--- src/rtl/booth_pkg.sv ---
package booth_pkg;

    typedef enum logic [2:0] {
        ST_IDLE,
        ST_EVAL,
        ST_SHIFT,
        ST_FIX,
        ST_DONE
    } booth_state_e;

    typedef enum logic [1:0] {
        OP_NONE,
        OP_ADD,
        OP_SUB
    } booth_op_e;

    typedef struct packed {
        logic load;
        logic arith;
        logic shift;
        logic fix;
    } booth_ctrl_t;

    function automatic booth_op_e pair_to_op(input logic cur, input logic prev);
        booth_op_e r;
        case ({cur, prev})
            2'b10:   r = OP_SUB;
            2'b01:   r = OP_ADD;
            default: r = OP_NONE;
        endcase
        return r;
    endfunction

endpackage

--- src/rtl/booth_recoder.sv ---
module booth_recoder
    import booth_pkg::*;
(
    input  logic      cur_i,
    input  logic      prev_i,
    output booth_op_e op_o
);
    always_comb op_o = pair_to_op(cur_i, prev_i);
endmodule

--- src/rtl/booth_ctrl.sv ---
module booth_ctrl
    import booth_pkg::*;
#(
    parameter int N = 8
) (
    input  logic        clk,
    input  logic        rst,
    input  logic        start_i,
    input  logic        fix_req_i,
    output booth_ctrl_t ctrl_o,
    output logic        busy_o,
    output logic        done_o
);
    localparam int IW = (N > 2) ? $clog2(N) : 1;
    localparam logic [IW-1:0] LAST_ITER = IW'(N - 1);

    booth_state_e state_q, state_d;
    logic [IW-1:0] iter_q;
    logic          accept;

    assign accept = start_i && (state_q == ST_IDLE || state_q == ST_DONE);

    always_comb begin
        state_d = state_q;
        case (state_q)
            ST_IDLE:  if (accept) state_d = ST_EVAL;
            ST_EVAL:  state_d = ST_SHIFT;
            ST_SHIFT: begin
                if (iter_q == LAST_ITER) state_d = fix_req_i ? ST_FIX : ST_DONE;
                else                     state_d = ST_EVAL;
            end
            ST_FIX:   state_d = ST_DONE;
            ST_DONE:  state_d = accept ? ST_EVAL : ST_IDLE;
            default:  state_d = ST_IDLE;
        endcase
    end

    always_ff @(posedge clk) begin
        if (rst) begin
            state_q <= ST_IDLE;
            iter_q  <= '0;
        end else begin
            state_q <= state_d;
            if (accept)
                iter_q <= '0;
            else if (state_q == ST_SHIFT && iter_q != LAST_ITER)
                iter_q <= iter_q + 1'b1;
        end
    end

    always_comb begin
        ctrl_o.load  = accept;
        ctrl_o.arith = (state_q == ST_EVAL);
        ctrl_o.shift = (state_q == ST_SHIFT);
        ctrl_o.fix   = (state_q == ST_FIX);
    end

    assign busy_o = (state_q == ST_EVAL) || (state_q == ST_SHIFT) || (state_q == ST_FIX);
    assign done_o = (state_q == ST_DONE);


    done_pulse_chk: assert property (@(posedge clk) disable iff (rst)
        done_o |=> !done_o);


    done_busy_excl_chk: assert property (@(posedge clk) disable iff (rst)
        !(done_o && busy_o));


    start_busy_ignored_chk: assert property (@(posedge clk) disable iff (rst)
        (state_q == ST_EVAL && start_i) |=> (state_q == ST_SHIFT));


    accept_busy_chk: assert property (@(posedge clk) disable iff (rst)
        (start_i && !busy_o) |=> busy_o);
endmodule

--- src/rtl/booth_datapath.sv ---
module booth_datapath
    import booth_pkg::*;
#(
    parameter int N = 8
) (
    input  logic             clk,
    input  logic             rst,
    input  booth_ctrl_t      ctrl_i,
    input  booth_op_e        op_i,
    input  logic [N-1:0]     mcand_i,
    input  logic [N-1:0]     mplier_i,
    input  logic             ones_mode_i,
    output logic             cur_bit_o,
    output logic             hist_bit_o,
    output logic             fix_req_o,
    output logic [2*N-1:0]   product_o,
    output logic [$clog2(N+1)-1:0] op_count_o
);
    localparam int CW = $clog2(N + 1);
    localparam int PW = 2 * N;

    logic [N:0]    acc_q;
    logic [N-1:0]  mq_q;
    logic          hist_q;
    logic [N-1:0]  mc_q;
    logic          fix_q;
    logic [CW-1:0] ops_q;

    logic [N:0]    mc_ext;
    logic [N:0]    acc_sum;
    logic [PW-1:0] fix_sum;

    assign mc_ext  = {mc_q[N-1], mc_q};
    assign acc_sum = (op_i == OP_SUB) ? (acc_q - mc_ext) : (acc_q + mc_ext);
    assign fix_sum = {acc_q[N-1:0], mq_q} + {{N{mc_q[N-1]}}, mc_q};

    always_ff @(posedge clk) begin
        if (rst) begin
            acc_q  <= '0;
            mq_q   <= '0;
            hist_q <= 1'b0;
            mc_q   <= '0;
            fix_q  <= 1'b0;
            ops_q  <= '0;
        end else if (ctrl_i.load) begin
            acc_q  <= '0;
            mq_q   <= mplier_i;
            hist_q <= 1'b0;
            mc_q   <= mcand_i;
            fix_q  <= ones_mode_i && mplier_i[N-1];
            ops_q  <= '0;
        end else if (ctrl_i.arith) begin
            if (op_i != OP_NONE) begin
                acc_q <= acc_sum;
                ops_q <= ops_q + 1'b1;
            end
        end else if (ctrl_i.shift) begin
            acc_q  <= {acc_q[N], acc_q[N:1]};
            mq_q   <= {acc_q[0], mq_q[N-1:1]};
            hist_q <= mq_q[0];
        end else if (ctrl_i.fix) begin
            acc_q <= {fix_sum[PW-1], fix_sum[PW-1:N]};
            mq_q  <= fix_sum[N-1:0];
        end
    end

    assign cur_bit_o  = mq_q[0];
    assign hist_bit_o = hist_q;
    assign fix_req_o  = fix_q;
    assign product_o  = {acc_q[N-1:0], mq_q};
    assign op_count_o = ops_q;


    equal_pair_idle_chk: assert property (@(posedge clk) disable iff (rst)
        (ctrl_i.arith && (mq_q[0] == hist_q)) |=> $stable(acc_q));


    op_count_bound_chk: assert property (@(posedge clk) disable iff (rst)
        ops_q <= CW'(N));


    load_clear_chk: assert property (@(posedge clk) disable iff (rst)
        ctrl_i.load |=> (acc_q == '0 && !hist_q && ops_q == '0));


    shift_history_chk: assert property (@(posedge clk) disable iff (rst)
        ctrl_i.shift |=> (hist_q == $past(mq_q[0])));
endmodule

--- src/rtl/booth_mult.sv ---
module booth_mult
    import booth_pkg::*;
#(
    parameter int N = 8
) (
    input  logic                    clk,
    input  logic                    rst,
    input  logic                    start_i,
    input  logic [N-1:0]            mcand_i,
    input  logic [N-1:0]            mplier_i,
    input  logic                    ones_mode_i,
    output logic                    busy_o,
    output logic                    done_o,
    output logic [2*N-1:0]          product_o,
    output logic [$clog2(N+1)-1:0]  op_count_o
);
    booth_ctrl_t ctrl;
    booth_op_e   op;
    logic        cur_bit, hist_bit, fix_req;

    booth_ctrl #(.N(N)) ctrl_i (
        .clk       (clk),
        .rst       (rst),
        .start_i   (start_i),
        .fix_req_i (fix_req),
        .ctrl_o    (ctrl),
        .busy_o    (busy_o),
        .done_o    (done_o)
    );

    booth_recoder rec_i (
        .cur_i  (cur_bit),
        .prev_i (hist_bit),
        .op_o   (op)
    );

    booth_datapath #(.N(N)) dp_i (
        .clk         (clk),
        .rst         (rst),
        .ctrl_i      (ctrl),
        .op_i        (op),
        .mcand_i     (mcand_i),
        .mplier_i    (mplier_i),
        .ones_mode_i (ones_mode_i),
        .cur_bit_o   (cur_bit),
        .hist_bit_o  (hist_bit),
        .fix_req_o   (fix_req),
        .product_o   (product_o),
        .op_count_o  (op_count_o)
    );


    result_hold_chk: assert property (@(posedge clk) disable iff (rst)
        (!busy_o && !ctrl.load) |=> ($stable(product_o) && $stable(op_count_o)));
endmodule

--- config.mk ---
export PLATFORM = sky130hd
export DESIGN_NAME = booth_mult
export DESIGN_NICKNAME = d
export VERILOG_FILES = /design/src/rtl/booth_pkg.sv /design/src/rtl/booth_recoder.sv /design/src/rtl/booth_ctrl.sv /design/src/rtl/booth_datapath.sv /design/src/rtl/booth_mult.sv
export SDC_FILE = /design/constraint.sdc
export NUM_CORES = 1
export LEC_CHECK = 0
export BUFFER_PORTS_ARGS = -buffer_cell sky130_fd_sc_hd__buf_2
export CAP_MARGIN = 10
export CORE_ASPECT_RATIO = 0.9
export CORE_MARGIN = 5
export CORE_UTILIZATION = 29
export DETAILED_ROUTE_END_ITERATION = 7
export HOLD_SLACK_MARGIN = 0.08
export SLEW_MARGIN = 15
export SYNTH_ARGS = -nofsm -noshare
export SYNTH_HDL_FRONTEND = slang
export SYNTH_SLANG_ARGS = --single-unit
--- constraint.sdc ---
create_clock -name clk -period 3.6 [get_ports clk]
set_input_delay 0.36 -clock clk [delete_from_list [all_inputs] [get_ports clk]]
set_output_delay 0.36 -clock clk [all_outputs]
set_load 0.05 [all_outputs]
==> results_dict.tcl, run 1 <==
set metrics [dict create \
    status "finished, final reports clean" \
    tightestPinTransition_ns 0.897 \
    drtIter0Drc 145 \
    pin_count 42 \
    period_minus_slack_ns 2.88 \
    area_delta_synth_final_pct 14.1 \
    dieArea_sq_um 12300 \
    synth_seq_cells 37 \
    fin_setup_tns_ns 0 \
    grt_usage_pct 13.5 \
    drc 0 \
    grt_pass1_vias 2715 \
    cts_sinks 37 \
    final_max_slew_viol_count 0 \
    grt_pass1_wl_um 13500 \
    critPathKind "register to register" \
    cp-start-kind "register" \
    max_freq_mhz 347 \
    synth_most_common_cell "a21oi_1" \
    via_count 2790 \
    pre_cts_ws_ns 0.767 \
    grt_overflow 0 \
    rsz0062_at_grt "false" \
    clk_path_buf_depth 2 \
    drive_gt1_share_pct 13.4 \
    cts_hold_buf 0 \
    synth-edff-count 0 \
    relSlewSlack_pct 40.1 \
    dp_hpwl_um 6360 \
    antenna_found_initial 0 \
    path_clk_slew_ns 0.06 \
    cts-buffers-inserted 5 \
    port_buffers 41 \
    synth_fp_nets 430 \
    dr.pass1.iters 4 \
    power.density_nw_per_um2 407 \
    cts_max_level 2 \
    synthFlopType "dfxtp_1" \
    layout_setup_ws_ns 0.719 \
    grt_max_degree 23 \
    finalCritPeriodShare_pct 80.0 \
    cts_resized 0 \
    num_rows 34 \
    avgSynthCellArea_sq_um 7.73 \
    synthesis.area_sq_um 2940 \
    finalSetupViolCount 0 \
    ys_seq_area_share_pct 25.2 \
    p_leak_nw 1.43 \
    yosysWarnings 0 \
    yosysTopAreaCellShare_pct 25.2 \
    yosys-top-cells-area "dfxtp_1, ha_1, a21oi_1, xnor2_1, nand2_1" \
    drtAntennaViolNets 0 \
    n_antenna_cell 0 \
    cts_tree "built" \
    postCtsSetupBuffers 0 \
    fp.dieW_um 116 \
    synthTopCellsByCount "a21oi_1, nand2_1, dfxtp_1" \
    final_nets 458 \
    routedWlPerCell_um 15.2 \
    cap_viol_max_count 0 \
    wirelength_um 8120 \
    fin_skew_ns 0.00587 \
    min_path_type "input port to register" \
    die_h_um 106 \
    peakVddDrop_uv 189 \
    critPathArrivalTime_ns 3.08 \
    hold_violations 0 \
    viasPerCell 5.21 \
    async_flop_share_pct 0 \
    clock_latency_ns 0.28 \
    gp_congestion 0.892 \
    root_buffer "clkbuf_16" \
    synth_top_cell_by_area "dfxtp_1" \
    yosysUniqueCellTypes 47 \
    initial_core_util_pct 30.0 \
    cp_max_fo 9 \
    coreArea_sq_um 9780 \
    worstPathRequired_ns 3.80 \
    synthCells 380 \
    critPathCaptureType "register" \
]
==> where the power goes <==
group	switching, mW	total, mW	internal, mW
logic	0.264	0.445	0.180
clock network	0.175	0.450	0.275
registers	0.0405	0.471	0.430
total	0.480	1.37	0.886
==> final timing paths <==
kind	start	endpoint	slack, ns	cells past startpoint
worst min-delay path	mcand_i[4]	dp_i.mc_q[4]	0.32	3
worst min register to register	dp_i.hist_bit_o	dp_i.hist_bit_o	0.47	2
worst max register to register	dp_i.mq_q[0]	dp_i.acc_q[8]	0.72	10
worst max-delay path	dp_i.mq_q[0]	dp_i.acc_q[8]	0.72	10
==> routing by layer <==
metal | up-vias | track usage [%] | wire length [um]
li1 | 1423 | - | -
met1 | 1285 | 19.4 | 3990
met2 | 76 | 21.1 | 3590
met3 | 6 | 2.81 | 494
met4 | 0 | 2.24 | 53
met5 | - | 0 | 0
==> cell usage in the layout, fill, tap and decap left out, types with 4 or more instances in the layout <==
master / synthesis / layout
buf_2: 0 / 41
a21oi_1: 50 / 50
clkbuf_16: 0 / 5
dfxtp_1: 37 / 37
o211ai_1: 4 / 4
nand3_1: 4 / 4
o21ai_0: 24 / 24
a211oi_1: 6 / 6
a221oi_1: 6 / 6
nor2_1: 28 / 28
a21o_1: 8 / 8
nor2b_1: 6 / 6
a31oi_1: 8 / 8
xor2_1: 8 / 8
xnor2_1: 23 / 23
nor3_1: 8 / 8
inv_1: 13 / 13
mux2i_1: 7 / 7
ha_1: 28 / 28
nand2_1: 46 / 46
nand2b_1: 8 / 8
==> sequential cells by signal (all words and copies together), names as in the netlist <==
name and flops:
dp_i.acc_q 9, ctrl_i.iter_q 3, dp_i.mc_q 8, ctrl_i.state_q 3
dp_i.op_count_o 4, dp_i.fix_req_o 1, dp_i.mq_q 8, dp_i.hist_bit_o 1
==> kinds of logic after synthesis <==
group	Yosys count	synth area share (%)
AO/OA/AOI/OAI	123	25.7
XOR/XNOR	31	9.24
adder cells (fa/ha/maj)	30	13.3
buffers and inverters	35	5.62
flip-flops	37	25.2
multiplexers	8	2.77
AND/OR/NAND/NOR	116	18.2
==> critical path, cell delays in order, from the launching register on <==
cell and delay, ns:
dfxtp_1 0.42, ha_1 0.36, mux2i_1 0.18, fa_1 0.48, a211oi_2 0.22, o21bai_1 0.12
or3_1 0.31, a31oi_1 0.19, xnor2_1 0.08, a21o_1 0.19, a311oi_2 0.24
==> layout make-up <==
class / instances / area, sq um
fill: 1039 / 6430
multi-input combinational: 308 / 2030
sequential: 37 / 741
timing repair buffer: 43 / 220
tap: 126 / 158
clock buffer: 6 / 139
inverter: 13 / 48.8
clock inverter: 2 / 13.8
==> per-stage QoR <==
stage / power [mW] / utilization, % / instance area (sq um) / hold WS (ns) / instances
6_report: 1.37 / 34.3 / 3350 / 0.317 / 535
2_1_floorplan: 0.827 / - / 2940 / 0.436 / 380
5_1_grt: 1.45 / 34.3 / 3350 / 0.316 / 535
4_1_cts: 1.38 / 34.3 / 3350 / 0.315 / 535
3_3_place_gp: 0.921 / 32.7 / 3200 / 0.444 / 527
3_5_place_dp: 0.921 / 32.7 / 3200 / 0.457 / 527
Note: power is estimated with default switching activity, not from simulation.
==> inputs of run 2 (changes only) <==
- clock period: 3.6 -> 2.6 ns (I/O delays scaled with it)
==> run 2 against run 1 <==
Effect of this change:
- via count up 3.1%
- combinational power grew 63%
- core utilization grew 2.9 points
- sequential share of layout area is 1.5 points lower
- non-clock buffer count is 21 higher
- clock skew shrank 0.0020 ns
- sequential cell count did not move
- critical path depth increased by 1
- highest routed layer unchanged
==> results_dict.tcl, run 2 (synthesized netlist as in run 1, its figures left out) <==
set metrics [dict create \
    status "finished, final reports clean" \
    cp_max_fo 4 \
    final_cell_mix "a21oi_1, nand2_1, buf_2, dfxtp_1, nor2_1" \
    period_minus_slack_ns 2.53 \
    path_clk_slew_ns 0.06 \
    cap_viol_max_count 0 \
    rsz0062_at_grt "true" \
    reg_top3 "dp_i.acc_q: 9 flops, dp_i.mc_q: 8 flops, dp_i.mq_q: 8 flops" \
    dr.pass1.iters 4 \
    crit_end "dp_i.acc_q[8]" \
    finalCritPeriodShare_pct 97.3 \
    grt_overflow 0 \
    regMostFlops "dp_i.acc_q" \
    largest_reg_flops 9 \
    fp.dieW_um 116 \
    final_nets 479 \
    cp-start-kind "register" \
    dpl_cell_area_sq_um 3340 \
    cts_max_level 2 \
    hold_violations 0 \
    tightestPinTransition_ns 0.625 \
    via_count 2877 \
    num_rows 34 \
    coreArea_sq_um 9780 \
    fin_setup_tns_ns 0 \
    p_leak_nw 1.55 \
    crit_start "dp_i.hist_bit_o" \
    dp.cells 545 \
    rr_endpoint "dp_i.acc_q[8]" \
    dp_hpwl_um 6590 \
    grt_usage_pct 14.0 \
    routedWlPerCell_um 15.3 \
    r2r-start "dp_i.hist_bit_o" \
    grt_max_degree 23 \
    min_path_type "input port to register" \
    cts_sinks 37 \
    peakVddDrop_uv 242 \
    initial_core_util_pct 30.0 \
    critPathKind "register to register" \
    power.density_nw_per_um2 572 \
    fin_skew_ns 0.00389 \
    critPathCaptureType "register" \
    relSlewSlack_pct 58.0 \
    wirelength_um 8480 \
    reg2reg_depth 11 \
    gp_congestion 0.883 \
    slowest_stage "fa_2" \
    drtAntennaViolNets 0 \
    fillers 1055 \
    cts_hold_buf 0 \
    drc 0 \
    max_freq_mhz 395 \
    n_antenna_cell 0 \
    clk_path_buf_depth 2 \
    final_max_slew_viol_count 0 \
    pin_count 42 \
    dieArea_sq_um 12300 \
    port_buffers 41 \
    finalNonFillerCells 556 \
    grt_pass1_vias 2794 \
    die_h_um 106 \
    grt_pass1_wl_um 13900 \
    finalSetupViolCount 0 \
    seqCellArea_sq_um 747 \
    stdcell_area_sq_um 3630 \
    slowest_delay_ns 0.36 \
    critPathArrivalTime_ns 2.73 \
    area_delta_synth_final_pct 23.6 \
    cts_tree "built" \
    ff2ff_setup_slack_ns 0.07 \
    root_buffer "clkbuf_16" \
    multi_input_area_sq_um 2120 \
    worstPathRequired_ns 2.80 \
    cts-buffers-inserted 5 \
    drive_gt1_share_pct 22.6 \
    path_cells "inv_2 -> ha_4 -> mux2i_4 -> fa_2 -> a211oi_2 -> o21bai_1 -> or3_1 -> a31oi_2 -> xnor2_1 -> a21o_1 -> a311oi_2" \
    clock_latency_ns 0.28 \
    viasPerCell 5.17 \
    antenna_found_initial 0 \
    drtIter0Drc 98 \
    mostFrequentLayoutCell "a21oi_1" \
]
## run 2: cell types whose count changed in the layout (fill, tap and decap cells not counted), moves of 3 or more
| cell | delta |
|---|---|
| inv_2 | +3 |
| dfxtp_1 | -5 |
| buf_4 | +19 |
| ha_1 | -4 |
| inv_1 | -3 |
| dfxtp_2 | +5 |
## run 2: what timing repair did
action                                 4_1_cts  5_1_grt
setup buffers                                0        3
setup endpoints to repair                    0        4
endpoints found under the hold margin        0        0
gates resized for setup                      0       29
## run 2: how the worst min path moves through the flow
stage,start,end,slack [ns],cells after the start
2_1_floorplan,mcand_i[6],dp_i.mc_q[6],0.40,2
3_5_place_dp,dp_i.hist_bit_o,dp_i.hist_bit_o,0.45,2
4_1_cts,mcand_i[4],dp_i.mc_q[4],0.21,3
3_3_place_gp,dp_i.hist_bit_o,dp_i.hist_bit_o,0.44,2
5_1_grt,mcand_i[4],dp_i.mc_q[4],0.21,3
6_report,mcand_i[4],dp_i.mc_q[4],0.21,3
## run 2: through the flow
stage | setup slack (ns) | total power [mW] | hold slack (ns) | utilization (%)
4_1_cts | 0.00352 | 2.03 | 0.206 | 35.9
6_report | 0.0703 | 2.08 | 0.211 | 37.1
2_1_floorplan | 0.0115 | 1.15 | 0.396 | -
3_3_place_gp | 0.0487 | 1.32 | 0.444 | 34.1
3_5_place_dp | 0.0370 | 1.32 | 0.451 | 34.1
5_1_grt | -0.0608 | 2.20 | 0.214 | 37.1
## run 2: routing by layer
layer / share of wire [%] / GRT usage (%)
met1: 49 / 20.3
met2: 44 / 20.9
met3: 5.3 / 2.92
met4: 1.8 / 4.06
met5: 0 / 0
## run 2: cell type report
type	instances	share of cell area, %
multi-input combinational	308	58.4
sequential	37	20.6
timing repair buffer	64	10.6
tap	126	4.34
clock buffer	5	3.44
inverter	13	1.34
clock inverter	3	1.27
## run 2: critical path, delay by kind of cell, from the launching register on
kind	cells	cell delay, ns
AOI/OAI and AO/OA	5	0.89
adders and majority gates	2	0.53
DFF	1	0.33
and+or+nand+nor	1	0.36
buffers and inverters	1	0.04
xor gates and xnor gates	1	0.09
muxes	1	0.19
## run 2: where the power goes
group | total (mW) | switching [mW] | internal [mW]
sequential | 0.642 | 0.0458 | 0.597
combinational | 0.727 | 0.405 | 0.322
clock | 0.709 | 0.255 | 0.454
total | 2.08 | 0.706 | 1.37
